<file path="src/rtl/xlat_pkg.sv">
package xlat_pkg;
  localparam int unsigned ADDR_W = 16;
  localparam int unsigned BANK_W = 8;

  localparam logic [BANK_W-1:0] BANK_SYS = 8'hFF;
  localparam logic [BANK_W-1:0] BANK_RAW = 8'h00;

  typedef enum logic [1:0] {
    ST_MAPPED   = 2'd0,
    ST_UNMAPPED = 2'd1,
    ST_ROM      = 2'd2,
    ST_FALLBACK = 2'd3
  } xlat_status_e;

  typedef enum logic [1:0] {
    S_IDLE = 2'd0,
    S_RD   = 2'd1,
    S_CAP  = 2'd2,
    S_RESP = 2'd3
  } xlat_state_e;

  typedef struct packed {
    logic [BANK_W-1:0] bank;
    logic [ADDR_W-1:0] offset;
    xlat_status_e      status;
  } xlat_result_t;
endpackage

</file>
<file path="src/rtl/xlat_ctrl.sv">
module xlat_ctrl
  import xlat_pkg::*;
(
  input  logic clk_i,
  input  logic rst_ni,
  input  logic req_i,
  input  logic in_win_i,
  output logic ready_o,
  output logic accept_o,
  output logic rd_o,
  output logic cap_o,
  output logic done_o
);
  xlat_state_e state_q, state_d;

  always_comb begin
    state_d = state_q;
    unique case (state_q)
      S_IDLE: if (req_i) state_d = in_win_i ? S_RD : S_RESP;
      S_RD:   state_d = S_CAP;
      S_CAP:  state_d = S_RESP;
      S_RESP: state_d = S_IDLE;
      default: state_d = S_IDLE;
    endcase
  end

  always_ff @(posedge clk_i or negedge rst_ni) begin
    if (!rst_ni) state_q <= S_IDLE;
    else         state_q <= state_d;
  end

  assign ready_o  = (state_q == S_IDLE);
  assign accept_o = ready_o & req_i;
  assign rd_o     = (state_q == S_RD);
  assign cap_o    = (state_q == S_CAP);
  assign done_o   = (state_q == S_RESP);

  p_done_pulse_r8: assert property (@(posedge clk_i) disable iff (!rst_ni)
    done_o |=> !done_o);
  p_cap_after_rd_r3: assert property (@(posedge clk_i) disable iff (!rst_ni)
    rd_o |=> cap_o);
endmodule

</file>
<file path="src/rtl/xlat_map.sv">
module xlat_map
  import xlat_pkg::*;
(
  input  logic              fallback_i,
  input  logic [7:0]        ext_i,
  input  logic [7:0]        zp_page_i,
  input  logic [ADDR_W-1:0] target_i,
  input  logic [BANK_W-1:0] user_bank_i,
  output xlat_result_t      res_o
);
  localparam logic [7:0] EXT_SPECIAL = 8'h8F;
  localparam logic [7:0] EXT_SYSMAP  = 8'hFF;
  localparam logic [7:0] EXT_UB_LO   = 8'h80;
  localparam logic [7:0] EXT_UB_HI   = 8'h8E;

  logic [ADDR_W-1:0] minus_2k, minus_8k, zp_rel;

  assign minus_2k = target_i - 16'h2000;
  assign minus_8k = target_i - 16'h8000;
  assign zp_rel   = {zp_page_i, target_i[7:0]};

  always_comb begin
    res_o = '{bank: BANK_RAW, offset: target_i, status: ST_UNMAPPED};
    if (fallback_i) begin
      res_o.status = ST_FALLBACK;
    end else if (ext_i == EXT_SPECIAL) begin
      res_o.status = ST_MAPPED;
      res_o.bank   = BANK_SYS;
      if (target_i >= 16'hFFD0 && target_i <= 16'hFFEF) begin
        res_o.offset = target_i & 16'h7FFF;
      end else if (target_i < 16'h2000) begin
        res_o.offset = minus_2k;
      end else if (target_i > 16'h9FFF) begin
        res_o.offset = minus_8k;
      end else begin
        res_o.bank   = BANK_RAW;
        res_o.offset = minus_2k;
      end
    end else if (ext_i >= EXT_UB_LO && ext_i <= EXT_UB_HI) begin
      res_o.status = ST_MAPPED;
      if (target_i < 16'h0100) begin
        res_o.bank   = BANK_SYS;
        res_o.offset = zp_rel;
      end else begin
        res_o.bank   = ext_i;
      end
    end else if (ext_i == EXT_SYSMAP) begin
      if (target_i < 16'h2000) begin
        res_o = '{bank: BANK_SYS, offset: minus_2k, status: ST_MAPPED};
      end else if (target_i < 16'hA000) begin
        res_o = '{bank: user_bank_i, offset: minus_2k, status: ST_MAPPED};
      end else if (target_i < 16'hC000) begin
        res_o = '{bank: BANK_SYS, offset: minus_8k, status: ST_MAPPED};
      end else if (target_i < 16'hD000) begin
        res_o.status = ST_UNMAPPED;
      end else if (target_i < 16'hF000) begin
        res_o = '{bank: BANK_SYS, offset: minus_8k, status: ST_MAPPED};
      end else begin
        res_o = '{bank: BANK_SYS, offset: target_i, status: ST_ROM};
      end
    end else if (target_i < 16'h0100) begin
      res_o = '{bank: BANK_SYS, offset: zp_rel, status: ST_MAPPED};
    end
  end

  always_comb begin
    if (res_o.status == ST_ROM) begin
      a_rom_sys_r6: assert (res_o.bank == BANK_SYS);
    end
  end
endmodule

</file>
<file path="src/rtl/ext_ind_xlat.sv">
module ext_ind_xlat
  import xlat_pkg::*;
#(
  parameter logic [7:0]  WIN_LO   = 8'h18,
  parameter logic [7:0]  WIN_HI   = 8'h1F,
  parameter logic [15:0] EXT_XOR  = 16'h0C00
) (
  input  logic              clk_i,
  input  logic              rst_ni,
  input  logic              req_i,
  input  logic [7:0]        zp_page_i,
  input  logic [7:0]        zp_ptr_i,
  input  logic [ADDR_W-1:0] target_i,
  input  logic [BANK_W-1:0] user_bank_i,
  output logic              ready_o,
  output logic              ext_rd_o,
  output logic [ADDR_W-1:0] ext_addr_o,
  input  logic [7:0]        ext_data_i,
  output logic              done_o,
  output logic [BANK_W-1:0] bank_o,
  output logic [ADDR_W-1:0] offset_o,
  output logic [1:0]        status_o
);
  logic in_win, accept, cap;
  logic [7:0]        zp_page_q, zp_ptr_q, ext_q;
  logic [ADDR_W-1:0] target_q;
  logic [BANK_W-1:0] ubank_q;
  logic              fb_q;
  xlat_result_t      res;

  assign in_win = (zp_page_i >= WIN_LO) && (zp_page_i <= WIN_HI);

  xlat_ctrl u_ctrl (
    .clk_i    (clk_i),
    .rst_ni   (rst_ni),
    .req_i    (req_i),
    .in_win_i (in_win),
    .ready_o  (ready_o),
    .accept_o (accept),
    .rd_o     (ext_rd_o),
    .cap_o    (cap),
    .done_o   (done_o)
  );

  always_ff @(posedge clk_i or negedge rst_ni) begin
    if (!rst_ni) begin
      zp_page_q <= '0;
      zp_ptr_q  <= '0;
      target_q  <= '0;
      ubank_q   <= '0;
      fb_q      <= 1'b0;
    end else if (accept) begin
      zp_page_q <= zp_page_i;
      zp_ptr_q  <= zp_ptr_i;
      target_q  <= target_i;
      ubank_q   <= user_bank_i;
      fb_q      <= !in_win;
    end
  end

  always_ff @(posedge clk_i or negedge rst_ni) begin
    if (!rst_ni)  ext_q <= '0;
    else if (cap) ext_q <= ext_data_i;
  end

  assign ext_addr_o = {zp_page_q, zp_ptr_q} ^ EXT_XOR;

  xlat_map u_map (
    .fallback_i  (fb_q),
    .ext_i       (ext_q),
    .zp_page_i   (zp_page_q),
    .target_i    (target_q),
    .user_bank_i (ubank_q),
    .res_o       (res)
  );

  assign bank_o   = res.bank;
  assign offset_o = res.offset;
  assign status_o = res.status;

  p_win_read_r2: assert property (@(posedge clk_i) disable iff (!rst_ni)
    (req_i && ready_o && in_win) |=> ext_rd_o);
  p_fallback_fast_r2: assert property (@(posedge clk_i) disable iff (!rst_ni)
    (req_i && ready_o && !in_win) |=> (done_o && !ext_rd_o && status_o == ST_FALLBACK));
  p_rd_to_done_r3: assert property (@(posedge clk_i) disable iff (!rst_ni)
    ext_rd_o |-> ##2 done_o);
  p_busy_in_done_r8: assert property (@(posedge clk_i) disable iff (!rst_ni)
    done_o |-> !ready_o);
  p_hold_req_r9: assert property (@(posedge clk_i) disable iff (!rst_ni)
    (!ready_o && !done_o) |=> $stable(ext_addr_o));
endmodule

</file>
<file path="config.mk">
export PLATFORM = sky130hd
export DESIGN_NAME = ext_ind_xlat
export DESIGN_NICKNAME = d
export VERILOG_FILES = /design/src/rtl/xlat_pkg.sv /design/src/rtl/xlat_ctrl.sv /design/src/rtl/xlat_map.sv /design/src/rtl/ext_ind_xlat.sv
export SDC_FILE = /design/constraint.sdc
export NUM_CORES = 1
export LEC_CHECK = 0
export BUFFER_PORTS_ARGS = -buffer_cell sky130_fd_sc_hd__buf_2
export CAP_MARGIN = 20
export CORE_ASPECT_RATIO = 0.9
export CORE_MARGIN = 2
export CORE_UTILIZATION = 45
export DETAILED_ROUTE_END_ITERATION = 12
export GPL_ROUTABILITY_DRIVEN = 0
export GPL_TIMING_DRIVEN = 0
export PLACE_DENSITY = 0.8
export SYNTH_ARGS = -nofsm -noshare
export SYNTH_HDL_FRONTEND = slang
export SYNTH_SLANG_ARGS = --single-unit
</file>
<file path="constraint.sdc">
create_clock -name clk_i -period 1.86 [get_ports clk_i]
set_clock_uncertainty 0.1 [all_clocks]
set_input_delay 0.186 -clock clk_i [delete_from_list [all_inputs] [get_ports clk_i]]
set_output_delay 0.186 -clock clk_i [all_outputs]
set_load 0.01 [all_outputs]
</file>
# Word level (Yosys, flattened, before mapping)
# Cells that the tools add are included.
dict set report totals {
  reg_bits 51
  input_bits 51
  out_inout_bits 45
  word_cells 58
}
dict set report op_classes {
  n_addsub 2
  n_lt_le_gt_ge 13
  n_eq_ne 6
  mux 23
  bitwise 2
  n_reduce_logical 5
}
# cell n
set op_table {}
lappend op_table {{26-bit two-way mux} 7}
lappend op_table {{16-bit less-than comparator, second input constant} 4}
lappend op_table {{16-bit two-way mux} 4}
lappend op_table {{24-bit two-way mux} 2}
lappend op_table {{8-bit two-way mux} 4}
lappend op_table {{18-bit two-way mux} 1}
lappend op_table {{8-bit == test, second input constant} 2}
lappend op_table {{16-bit >= comparator, second input constant} 1}
lappend op_table {{16-bit > comparator, second input constant} 1}
lappend op_table {{16-bit less-or-equal comparator, second input constant} 1}
lappend op_table {{16-bit by 14-bit less-than comparator with 1-bit output, second input constant} 1}
lappend op_table {{16-bit by 9-bit less-than comparator with 1-bit output, second input constant} 1}
lappend op_table {{16-bit by 14-bit subtractor with 16-bit output, second input constant} 1}
lappend op_table {{16-bit subtractor, second input constant} 1}
lappend op_table {{8-bit by 5-bit >= comparator with 1-bit output, second input constant} 1}
lappend op_table {{8-bit >= comparator, second input constant} 1}
lappend op_table {{8-bit by 5-bit less-or-equal comparator with 1-bit output, second input constant} 1}
lappend op_table {{8-bit less-or-equal comparator, second input constant} 1}
lappend op_table {{2-bit two-way mux} 4}
lappend op_table {{2-bit case mux with 4 select lines} 1}
lappend op_table {{2-bit == test, second input constant} 2}
lappend op_table {{1-bit logical AND} 3}
lappend op_table {{2-bit by 1-bit == test with 1-bit output, second input constant} 1}
lappend op_table {{2-bit zero test} 1}
lappend op_table {{other kinds (4)} 4}

# Longest topological paths before layout
dict set report depth {
  depth_word 10
  ltp_mapped 8
  ltp_nobuf 6
}

# Hierarchy
# From an unflattened synthesis, not the netlist that was laid out.
dict set report unflattened {
  hier_cells 244
  area_unflattened_um2 3037.9
}
# mod n_inst cells_per_inst area_per_inst_um2 seq_area_each_um2
set by_module_without_submodules {}
lappend by_module_without_submodules {ext_ind_xlat 1 118 2065.7 1226.2}
lappend by_module_without_submodules {xlat_map 1 109 798.3 0.0}
lappend by_module_without_submodules {xlat_ctrl 1 17 173.9 50.0}

# Worst setup path before layout
# No wires, ideal clock.
dict set report synth_timing {
  kind {reg2out}
  start {register target_q[13]}
  end {output port offset_o[15]}
  arrival_time_ns 1.606
  required_time_ns 1.574
  setup_slack_ns -0.032
  path_stages_with_launch 9
  path_buffers 2
  cell_sequence {dfrtp_1 > clkbuf_1 > buf_4 > inv_1 > ha_1 > nor3_1 > a21o_1 > a311oi_1 > o31ai_1}
}
dict set report synth_between {
  elab_chain_cells 10
  elab_cells_between_ends 26
  classes_between {add/sub: 2; order compare: 9; mux: 14; reduce/logical: 1}
}
# item line
set synth_lines {}
lappend synth_lines {{start, declared} ext_ind_xlat.sv:26} ;# logic [ADDR_W-1:0] target_q;
lappend synth_lines {{start signal, assigned} ext_ind_xlat.sv:55} ;# target_q <= target_i;
lappend synth_lines {{16-bit subtractor / 16-bit less-than comparator (equally long branches)} {xlat_map.sv:19, xlat_map.sv:56}}
lappend synth_lines {{18-bit two-way mux} xlat_map.sv:56} ;# end else if (target_i < 16'hF000) begin
lappend synth_lines {{24-bit two-way mux} xlat_map.sv:54} ;# end else if (target_i < 16'hD000) begin
lappend synth_lines {{26-bit two-way mux} xlat_map.sv:52} ;# end else if (target_i < 16'hC000) begin
lappend synth_lines {{26-bit two-way mux} xlat_map.sv:50} ;# end else if (target_i < 16'hA000) begin
lappend synth_lines {{26-bit two-way mux} xlat_map.sv:48} ;# if (target_i < 16'h2000) begin
lappend synth_lines {{26-bit two-way mux} xlat_map.sv:47} ;# end else if (ext_i == EXT_SYSMAP) begin
lappend synth_lines {{26-bit two-way mux} xlat_map.sv:39} ;# end else if (ext_i >= EXT_UB_LO && ext_i <= EXT_UB_HI) begin
lappend synth_lines {{26-bit two-way mux (*)} xlat_map.sv:26} ;# end else if (ext_i == EXT_SPECIAL) begin
lappend synth_lines {{24-bit two-way mux (*)} xlat_map.sv:24} ;# if (fallback_i) begin
lappend synth_lines {{end, declared} ext_ind_xlat.sv:21} ;# output logic [ADDR_W-1:0] offset_o,
# Mark *: on every way between the ends. The rest lies on a longest branch, timed or not.

# Worst setup path in the final report
dict set report layout_timing {
  start {register ext_q[5]}
  end {output port offset_o[14]}
}
dict set report layout_between {
  elab_chain_cells 5
  elab_cells_between_ends 9
  classes_between {order compare: 2; eq/ne: 2; mux: 4; reduce/logical: 1}
}
# item line
set layout_lines {}
lappend layout_lines {{start, declared} ext_ind_xlat.sv:25} ;# logic [7:0] zp_page_q, zp_ptr_q, ext_q;
lappend layout_lines {{start signal, assigned} ext_ind_xlat.sv:63} ;# else if (cap) ext_q <= ext_data_i;
lappend layout_lines {{8-bit >= comparator (tied with other cells)} xlat_map.sv:39}
lappend layout_lines {{1-bit logical AND / 26-bit two-way mux (equally long branches)} {xlat_map.sv:39, xlat_map.sv:47}}
lappend layout_lines {{26-bit two-way mux} xlat_map.sv:39}
lappend layout_lines {{26-bit two-way mux (*)} xlat_map.sv:26}
lappend layout_lines {{24-bit two-way mux (*)} xlat_map.sv:24}
# Marked as above.

==> results.md <==
* Status: finished with violations
* Violated checks: negative setup slack
* Worst Path Required at ~1600 ps
* Final instance area at 4010 um^2
* Clock latency on the worst-skew pair at 310 ps
* Layout cells sized above 1 at 63.4%
* Clk sinks at 51
* CP endpoint kind: primary output
* Multi-input gate area at 1390 um^2
* # placed instances at 395
* Io pins at 96
* Pin count of the biggest net entering global routing at 27
* Layout Cells excl Fill at 444
* Synth Net Count at 285
* CTS tree: built
* Post-Syn Area at around 2700 um^2
* Synth area leader: dfrtp_1
* Antenna violations before repair at 0
* Grt ovf at 0
* Number of max-cap violations at 0
* Die Wd at 85.6 um
* Syn Inst Count at 229
* Die Ht at 77.4 um
* Via count at ~2400
* # nets final at approximately 430
* Min Tclk post-route at 2350 ps
* Synth-to-Final Area Change at 48.6%
* Row count at 26
* Peak Freq at 425 MHz
* Core area at 5730 um^2
* Pre-antenna DRT Iters at 4
* Fin crit share at 126%
* Worst setup margin at -493 ps
* Power density over cell area at 1630 nW/um^2
* Ys flop type: dfrtp_1
* Vias in the first global route at ~2500
* Crit path kind: reg -> out
* LEAKAGE at 1.89 nW
* Seq. cell area at 1280 um^2
* Num CTS Buffers at 5
* CTS clk-pin slew, worst paths at approximately 100 ps
* Final Hold Viols at 0
* Post-DP Area at 3280 um^2
* Drt total wl at between 7 and 8 mm
* DR iter-0 viols at 235
* Routed Antenna Nets at 0
* WL/cell at 17.7 um
* Maximum fanout along the worst path at 5
* Post-synth top area share at 47.3%
* Number of remaining DRC errors at 0
* Avg Inst Size Synth at 11.8 um^2
* CTS Buffer Depth at 2
* # diodes at 0
* Synth top area cells: dfrtp_1 47%, mux2_2 20%, buf_4 4.7%
* Die area at 6630 um^2
* Syn. warnings at 0
* R2R Setup Slk at around 130 ps
* Hold crit path type: in -> reg
* Vias per Instance at 5.45
* Setup Viol. Count Final at 18
* Post-DP HPWL at 4.86 mm
* Aggregate global-route resource usage at about 23%
* Register area share after synthesis at between 40% and 50%
* Post-synth ARST share at 100%
* Unrepaired setup endpoints after global routing: yes
* Root buffer cell: clkbuf_8
* Worst VDD drop at 1020 uV
* H-tree levels at 2
* Number of distinct library cells after synthesis at 44
* FILL cells at 418
* Startpoint Class: register
* Global-route wire length before repair at about 12 mm
* #FFs+latches synth at 51
* I/O Buffers at 95
* Max Slew Vio Count at 0
* CP arrival at 2070 ps
* Post-layout util at between 60 and 70%
* Normalized max-slew margin at 58.4%
* EDFF count, synth at 0
* Starting Density at 47.1%
* Worst Tran Pin Value at between 600 and 700 ps
-- critical path: stages (launching register included) --
cell and delay [ps]:
dfrtp_2 410, or4b_4 590, a21oi_4 280, o21bai_1 120, a32oi_1 190, buf_2 170
-- kinds of logic (layout without fill, tap and decap cells) --
group	count (synthesis)	count (layout)	share of synthesized area, %
buffers and inverters	38	183	8.12
multiplexers	49	49	20.5
AND/OR/NAND/NOR	31	31	7.29
AO/OA/AOI/OAI	54	54	14.2
XOR/XNOR	1	1	0.325
flip-flops	51	51	47.3
adder cells (fa/ha/maj)	5	5	2.32
-- through the flow --
step	total power, W	setup WS [ps]	setup TNS [ps]	hold slack [ps]
2_1_floorplan	0.00401	10.1	0	-210
3_3_place_gp	0.00479	-271	-9060	317
3_5_place_dp	0.00493	-272	-10510	133
4_1_cts	0.00625	-509	-7740	0.244
5_1_grt	0.00689	-541	-8660	-1.95
6_report	0.00652	-493	-7740	0.484
-- per-layer routing --
layer | part of all wire [%] | track usage [%] | vias up
li1 | - | - | 1119
met1 | 41 | 27.2 | 1176
met2 | 51 | 37.7 | 101
met3 | 5.2 | 4.68 | 23
met4 | 2.7 | 11.9 | 0
met5 | 0 | 0 | -
-- report_power, final --
| part | internal [W] | switching [W] |
|---|---|---|
| Combinational | 0.00189 | 0.00165 |
| Sequential | 0.00169 | 0.000492 |
| Clock | 0.000407 | 0.000393 |
| Total | 0.00399 | 0.00253 |
-- layout by cell type, fill, tap and decap left out, types with 6 or more instances in the layout --
| master | n |
|---|---|
| o211ai_1 | 6 |
| buf_2 | 95 |
| dlygate4sd3_1 | 18 |
| inv_1 | 6 |
| a21o_1 | 8 |
| a21oi_1 | 8 |
| buf_4 | 42 |
| dfrtp_1 | 47 |
| buf_6 | 8 |
| mux2_2 | 49 |
-- state kept, by name, indices dropped and copies added (netlist names) --
name,flops
ubank_q,8
fb_q,1
target_q,16
zp_ptr_q,8
zp_page_q,8
u_ctrl.state_q,2
ext_q,8
-- Yosys cell counts (2+ instances only) --
cell type / number
a211oi_1: 2
a21o_1: 8
a21oi_1: 9
a31oi_1: 5
a41o_1: 2
and2_1: 3
and4_1: 2
buf_1: 4
buf_2: 4
buf_4: 17
clkbuf_1: 5
dfrtp_1: 51
ha_1: 5
inv_1: 7
mux2_2: 49
nand2_1: 4
nand4_1: 2
nor2_1: 6
nor3_1: 2
nor4_1: 3
o211ai_1: 6
o21ai_0: 4
o21ai_1: 2
o22ai_1: 2
o31ai_1: 6
-- repair_timing --
action,CTS,global route
cloned,2,0
hold endpoints to repair,34,8
resized for setup,41,23
setup buffers,20,5
hold buffers,10,8
endpoints found under the setup margin,57,56
pin swaps,18,19
-- worst paths after layout --
path	from	end	depth (start not counted)
min in group asynchronous	rst_ni	target_q[7]	2
max in group asynchronous	rst_ni	target_q[12]	3
hold / removal	zp_page_i[1]	zp_page_q[1]	2
setup reg to reg	u_ctrl.state_q[0]	ubank_q[1]	5
setup / recovery	ext_q[5]	offset_o[14]	5
hold reg to reg	zp_ptr_q[1]	zp_ptr_q[1]	1
-- layout make-up --
class / count / area share, %
Multi-Input combinational cell: 140 / 34.7
Clock inverter: 2 / 0.968
Timing Repair Buffer: 141 / 22.3
Inverter: 7 / 0.656
Sequential cell: 51 / 32.0
Clock buffer: 6 / 1.81
Buffer: 27 / 5.43
Tap cell: 70 / 2.19
Note: power is estimated with default switching activity, not from simulation.
